File: src/rtl/dla_pkg.sv
package dla_pkg;
  localparam int EP_BITS    = 4;
  localparam int SLOTS_ALL  = 6;
  localparam int SLOTS_USE  = 5;
  localparam int RX_OFFSET  = 15;

  // Interrupt/mask bit position of an endpoint and direction.
  function automatic int irq_bit(input int ep, input logic tx, input int rx_base);
    return tx ? ep : ep + rx_base;
  endfunction

  // Start bit of a slot's field in the packed map.
  function automatic int field_lsb(input int slot, input int field_w);
    return slot * field_w;
  endfunction
endpackage

File: src/rtl/dla_slot_search.sv
module dla_slot_search #(
  parameter int FIELD_W = 5,
  parameter int NUM_FIELDS = 6,
  parameter int USABLE = 5,
  parameter int SLOT_W = 3
) (
  input  logic [FIELD_W*NUM_FIELDS-1:0] map_in,
  output logic                          found,
  output logic [SLOT_W-1:0]             idx
);
  localparam int EPW = FIELD_W - 1;

  // Walk downward so the lowest free slot is the one left standing.
  always_comb begin
    found = 1'b0;
    idx   = '0;
    for (int i = USABLE - 1; i >= 0; i--) begin
      if (map_in[dla_pkg::field_lsb(i, FIELD_W) +: EPW] == '0) begin
        found = 1'b1;
        idx   = SLOT_W'(i);
      end
    end
  end
endmodule

File: src/rtl/dla_mask_reg.sv
module dla_mask_reg #(
  parameter int REG_W = 32,
  parameter int EP_W = 4,
  parameter int RX_BASE = 15,
  parameter logic [REG_W-1:0] INIT = 32'h7FFF_FFFF
) (
  input  logic             clk,
  input  logic             rst_n,
  input  logic             set_en,
  input  logic [EP_W-1:0]  set_ep,
  input  logic             set_tx,
  input  logic             clr_en,
  input  logic [EP_W-1:0]  clr_ep,
  input  logic             clr_tx,
  output logic [REG_W-1:0] mask_q,
  output logic [REG_W-1:0] int_clr_q
);
  localparam int IDX_W = $clog2(REG_W);

  logic [IDX_W-1:0] set_idx, clr_idx;
  logic [REG_W-1:0] mask_n, pulse_n;

  assign set_idx = IDX_W'(dla_pkg::irq_bit(int'(set_ep), set_tx, RX_BASE));
  assign clr_idx = IDX_W'(dla_pkg::irq_bit(int'(clr_ep), clr_tx, RX_BASE));

  // Release (set) applies before allocation (clear).
  always_comb begin
    mask_n  = mask_q;
    pulse_n = '0;
    if (set_en) begin
      mask_n[set_idx]  = 1'b1;
      pulse_n[set_idx] = 1'b1;
    end
    if (clr_en) mask_n[clr_idx] = 1'b0;
  end

  always_ff @(posedge clk) begin
    if (!rst_n) begin
      mask_q    <= INIT;
      int_clr_q <= '0;
    end else begin
      mask_q    <= mask_n;
      int_clr_q <= pulse_n;
    end
  end
endmodule

File: src/rtl/dma_line_alloc.sv
module dma_line_alloc #(
  parameter int EP_W = dla_pkg::EP_BITS,
  parameter int NUM_FIELDS = dla_pkg::SLOTS_ALL,
  parameter int USABLE = dla_pkg::SLOTS_USE,
  parameter int SLOT_W = 3,
  parameter int REG_W = 32,
  parameter int RX_BASE = dla_pkg::RX_OFFSET,
  parameter logic [31:0] MASK_INIT = 32'h7FFF_FFFF
) (
  input  logic              clk,
  input  logic              rst_n,
  input  logic              shared_mode,
  input  logic              alloc_req,
  input  logic [EP_W-1:0]   alloc_ep,
  input  logic              alloc_tx,
  input  logic              rel_req,
  input  logic [EP_W-1:0]   rel_ep,
  input  logic              rel_tx,
  input  logic [SLOT_W-1:0] rel_slot,
  input  logic              rd_sel,
  output logic              grant_valid,
  output logic [SLOT_W-1:0] grant_slot,
  output logic              alloc_busy,
  output logic              rel_err,
  output logic [REG_W-1:0]  int_clr,
  output logic [REG_W-1:0]  rd_data
);
  localparam int FIELD_W = EP_W + 1;
  localparam int MAP_W   = FIELD_W * NUM_FIELDS;

  logic [MAP_W-1:0]  map_q, map_rel, map_n;
  logic [REG_W-1:0]  mask_q;
  logic              rel_in_range, owner_ok, rel_accept;
  logic              free_found, alloc_grant, alloc_refuse;
  logic [SLOT_W-1:0] free_idx, grant_idx;

  // Release stage
  assign rel_in_range = rel_slot < SLOT_W'(USABLE);
  assign owner_ok     = map_q[EP_W-1:0] == rel_ep;
  assign rel_accept   = rel_req && (shared_mode ? owner_ok : rel_in_range);

  always_comb begin
    map_rel = map_q;
    if (rel_accept && shared_mode) map_rel = '0;
    for (int i = 0; i < NUM_FIELDS; i++) begin
      if (rel_accept && !shared_mode && SLOT_W'(i) == rel_slot)
        map_rel[dla_pkg::field_lsb(i, FIELD_W) +: FIELD_W] = '0;
    end
  end

  // Allocation stage, on the post-release map
  dla_slot_search #(
    .FIELD_W(FIELD_W), .NUM_FIELDS(NUM_FIELDS), .USABLE(USABLE), .SLOT_W(SLOT_W)
  ) u_search (
    .map_in(map_rel), .found(free_found), .idx(free_idx)
  );

  assign alloc_grant  = alloc_req && (alloc_ep != '0) &&
                        (shared_mode ? (map_rel == '0) : free_found);
  assign alloc_refuse = alloc_req && !alloc_grant;
  assign grant_idx    = shared_mode ? '0 : free_idx;

  always_comb begin
    map_n = map_rel;
    for (int i = 0; i < NUM_FIELDS; i++) begin
      if (alloc_grant && SLOT_W'(i) == grant_idx)
        map_n[dla_pkg::field_lsb(i, FIELD_W) +: FIELD_W] = {alloc_tx, alloc_ep};
    end
  end

  always_ff @(posedge clk) begin
    if (!rst_n) begin
      map_q       <= '0;
      grant_valid <= 1'b0;
      grant_slot  <= '0;
      alloc_busy  <= 1'b0;
      rel_err     <= 1'b0;
    end else begin
      map_q       <= map_n;
      grant_valid <= alloc_grant;
      grant_slot  <= alloc_grant ? grant_idx : '0;
      alloc_busy  <= alloc_refuse;
      rel_err     <= rel_req && !rel_accept;
    end
  end

  dla_mask_reg #(
    .REG_W(REG_W), .EP_W(EP_W), .RX_BASE(RX_BASE), .INIT(REG_W'(MASK_INIT))
  ) u_mask (
    .clk(clk), .rst_n(rst_n),
    .set_en(rel_accept), .set_ep(rel_ep), .set_tx(rel_tx),
    .clr_en(alloc_grant), .clr_ep(alloc_ep), .clr_tx(alloc_tx),
    .mask_q(mask_q), .int_clr_q(int_clr)
  );

  assign rd_data = rd_sel ? mask_q : {{(REG_W-MAP_W){1'b0}}, map_q};
endmodule

File: config.mk
export PLATFORM = sky130hd
export DESIGN_NAME = dma_line_alloc
export DESIGN_NICKNAME = d
export VERILOG_FILES = /design/src/rtl/dla_pkg.sv /design/src/rtl/dla_slot_search.sv /design/src/rtl/dla_mask_reg.sv /design/src/rtl/dma_line_alloc.sv
export SDC_FILE = /design/constraint.sdc
export NUM_CORES = 1
export LEC_CHECK = 0
export ABC_CLOCK_PERIOD_IN_PS = 5650
export BUFFER_PORTS_ARGS = -buffer_cell sky130_fd_sc_hd__buf_2
export CAP_MARGIN = 20
export CORE_ASPECT_RATIO = 0.9
export CORE_UTILIZATION = 59
export CTS_CLUSTER_DIAMETER = 150
export DETAILED_ROUTE_END_ITERATION = 8
export PLACE_DENSITY = 0.86
export SLEW_MARGIN = 25
export SYNTH_ARGS = -nofsm -noshare
export SYNTH_HDL_FRONTEND = slang
export SYNTH_SLANG_ARGS = --single-unit
File: constraint.sdc
create_clock -name clk -period 5.65 [get_ports clk]
set_input_delay 0.2825 -clock clk [delete_from_list [all_inputs] [get_ports clk]]
set_output_delay 0.2825 -clock clk [all_outputs]
set_load 0.01 [all_outputs]
==> impl_metrics.csv <==
group,metric,value,unit
run_status,status,"complete, no violations",
sta,rsz0062_at_grt,"no",
floorplanning,dieArea,0.00821,mm2
route,drcViolationCount,0,
route,routed_wl,12.7,mm
critical_path,r2r-start,"map_q[3]",
clock_tree,clock-sinks,100,
grt,grt_pass1_vias,3961,
yosys,synthAdderAreaFrac,0.810,%
yosys,syn_area,0.00463,mm2
floorplanning,ios,89,
worst_hold_path,min_from,"alloc_req",
grt,gr-usage-met3,9.40,%
yosys,synth_xor_area_share,0.945,%
clock_tree,clk_latency,380,ps
yosys,yosys.area_share.simple,23.8,%
power,p_leak,2.10,nW
route,drt_iter0_markers,454,
clock_tree,htree_levels,3,
grt,grt-ovfl-total,0,
yosys,synth_edf_count,0,
sta,finalCritPeriodShare,47.5,%
power,power,1.51,mW
sta,hold_ws,149,ps
critical_path,criticalPathCategory,"flop to flop",
sta,finalHoldViolCount,0,
final_layout,fillers,606,
flow_run,max_cap_violations,0,
sta,drv_slew,0,
yosys,synthTopCellsByArea,"dfxtp_1, mux2_2, a31oi_1, nor2_1, a21oi_1",
critical_path,crit_path_end_kind,"flop",
grt,use_met1,40.5,%
clock_tree,cts_buffer_depth,2,
route,dr.pass1.iters,6,
grt,antenna_found_initial,0,
worst_hold_path,holdPathEnd,"alloc_busy",
final_layout,syn_to_final_growth,14.6,%
clock_tree,post_cts_resized,0,
critical_path,r2r_end,"u_mask.mask_q[15]",
placement,place_congestion,0.881,
worst_hold_path,hold_path_class,"primary input to flop",
floorplanning,fp.dieH,86.1,um
sta,timing.fmax,0.373,GHz
yosys,synth_top_family_by_area,"simple AND/OR/NAND/NOR gates",
yosys,syn_nets,535,
final_layout,layout-drive-gt1-share,26.9,%
critical_path,start_kind,"flop",
clock_tree,tritoncts,"yes",
yosys,yosys_warnings,0,
critical_path,rrSetupSlack,2970,ps
sta,min_period,2680,ps
route,viasPerCell,6.26,
yosys,syn_avg_cell_area,9.03,um2
floorplanning,core.rowCount,30,
sta,maxSlewHeadroom,35.4,%
grt,top_usage_layer,"met2",
yosys,synthArstFlopShare,0,%
yosys,netlist.area_leader.share,43.2,%
floorplanning,die-width,95.4,um
yosys,syn-instance-count,513,
yosys,synth_compound_area_share,20.1,%
sta,timing_worst_slew_pin_value,960,ps
grt,grt_max_degree,75,
final_layout,nNetsFinal,607,
yosys,synth_mux_area_share,7.94,%
power,power-per-cell-area,285,mW/mm2
sta,final.setup_skew,10.5,ps
clock_tree,cts_buffers,9,
yosys,synthFlopType,"dfxtp_1",
yosys,ys_types,53,
placement,hpwl,8.77,mm
clock_tree,ctsHoldBuffers,0,
route,drtAntennaViolNets,0,
sta,final.setup.tns,0,ps
critical_path,arrival,2900,ps
power,ir_drop,0.193,mV
floorplanning,start_util,61.1,%
placement,port_buffers,88,
clock_tree,cts-root-buf,"clkbuf_8",
clock_tree,cts.clk_slew.worst_paths,100,ps
worst_hold_path,whs_path_depth,3,
floorplanning,core_area,0.00758,mm2
yosys,ys_seq_elements,100,
grt,use_met2,49.5,%
clock_tree,cts_setup_buffers,0,
route,vias,4293,
grt,grt_pass1_wl,19.4,mm
grt,track_usage,31.5,%
final_layout,n_antenna_cell,0,
yosys,synth.largest_area_cell,"dfxtp_1",
critical_path,r2r_cells,7,
critical_path,required,5870,ps
route,wire_per_inst,18.4,um
sta,setup_viol,0,
yosys,synth.yosys.seq_area_share,43.2,%
critical_path,crit_path_max_fanout,32,
-- layout by cell type (no fill, tap or decap), types with 3 or more instances in the layout --
| cell type | netlist | final |
|---|---|---|
| o21ai_0 | 7 | 7 |
| nand2_2 | 5 | 5 |
| buf_2 | 6 | 88 |
| or4_1 | 3 | 3 |
| a21o_1 | 5 | 5 |
| and3_1 | 5 | 5 |
| mux2i_1 | 3 | 3 |
| nand2_1 | 26 | 26 |
| dfxtp_1 | 100 | 100 |
| a31oi_1 | 38 | 38 |
| xor2_1 | 4 | 4 |
| nand2b_1 | 31 | 31 |
| nor4_1 | 6 | 6 |
| nor3_1 | 10 | 10 |
| mux2_2 | 30 | 30 |
| a22oi_1 | 8 | 8 |
| and2_1 | 6 | 6 |
| ha_1 | 3 | 3 |
| a32oi_1 | 6 | 6 |
| nor2b_1 | 13 | 13 |
| nand3b_1 | 5 | 5 |
| a21oi_1 | 40 | 40 |
| a32o_1 | 12 | 12 |
| a21boi_0 | 3 | 3 |
| nor3b_1 | 7 | 7 |
| inv_1 | 10 | 10 |
| or3_1 | 3 | 3 |
| nor2_1 | 58 | 58 |
| clkbuf_8 | 0 | 9 |
| nand3_1 | 9 | 9 |
-- state kept, by name, indices dropped and copies added (netlist names) --
register / flops
u_mask.int_clr_q: 32
u_mask.mask_q: 32
map_q: 30
grant_slot: 3
alloc_busy: 1
grant_valid: 1
rel_err: 1
-- synthesized netlist by cell type, types with 4 or more instances --
master,n
and3_1,5
nor3b_1,7
a32oi_1,6
buf_2,6
o21ai_0,7
nand2_2,5
clkbuf_1,22
mux2_2,30
a21o_1,5
nand3_1,9
dfxtp_1,100
a32o_1,12
nand2_1,26
and2_1,6
inv_1,10
nor2_1,58
a21oi_1,40
nor3_1,10
nor4_1,6
nor2b_1,13
nand2b_1,31
xor2_1,4
a22oi_1,8
nand3b_1,5
a31oi_1,38
-- cell type report --
cell class / instances / area, um2 / area share [%]
Clock buffer: 9 / 124 / 2.33
Clock inverter: 7 / 91.3 / 1.72
Inverter: 10 / 37.5 / 0.707
Multi-Input combinational cell: 375 / 2490 / 46.8
Sequential cell: 100 / 2000 / 37.7
Tap cell: 96 / 120 / 2.26
Timing Repair Buffer: 89 / 448 / 8.44
-- routing by layer --
metal  share of wire, %  up-vias  routed length, um
li1                   -     1995                  -
met3                 11       36               1360
met2                 47      238               5930
met1                 40     2024               5050
met4                2.5        0                314
met5                  0        -                  0
-- metrics by stage --
| stage | setup slack [ps] | area, um2 | cells | utilization (%) |
|---|---|---|---|---|
| 3_3_place_gp | 2690 | 5090 | 670 | 67.1 |
| 6_report | 2970 | 5310 | 686 | 70.0 |
| 5_1_grt | 2870 | 5310 | 686 | 70.0 |
| 4_1_cts | 3080 | 5310 | 686 | 70.0 |
| 2_1_floorplan | 3580 | 4630 | 513 | - |
| 3_5_place_dp | 2950 | 5090 | 670 | 67.2 |
-- power by group --
| part | internal (mW) | switching, mW | leakage (nW) |
|---|---|---|---|
| combinational | 0.104 | 0.179 | 1.19 |
| sequential | 0.723 | 0.0178 | 0.809 |
| clock | 0.215 | 0.274 | 0.105 |
| total | 1.04 | 0.471 | 2.10 |
-- worst max-delay path by stage --
stage | from | end | cells after the start
after global routing | map_q[3] | u_mask.mask_q[13] | 7
after global placement | rel_ep[3] | u_mask.mask_q[15] | 8
after CTS | map_q[3] | u_mask.mask_q[15] | 7
final | map_q[3] | u_mask.mask_q[15] | 7
after detailed placement | rel_ep[3] | u_mask.mask_q[28] | 8
after floorplan | rel_ep[3] | u_mask.mask_q[15] | 9
-- worst max-delay path, cell delays in order (launching register included) --
cell and delay, ps:
dfxtp_1 430, xor2_1 130, nor4_4 590, nand2_2 240
nand2b_2 180, nor4_4 70, o21ai_4 670, a32oi_1 200
-- cell families (layout without fill, tap and decap cells) --
| family | after synthesis | count (layout) |
|---|---|---|
| AND/OR/NAND/NOR | 201 | 201 |
| AO/OA/AOI/OAI | 133 | 133 |
| flip-flops | 100 | 100 |
| buffers and inverters | 38 | 115 |
| multiplexers | 33 | 33 |
| XOR/XNOR | 5 | 5 |
| adder cells (fa/ha/maj) | 3 | 3 |
(Power assumes the default switching activity.)
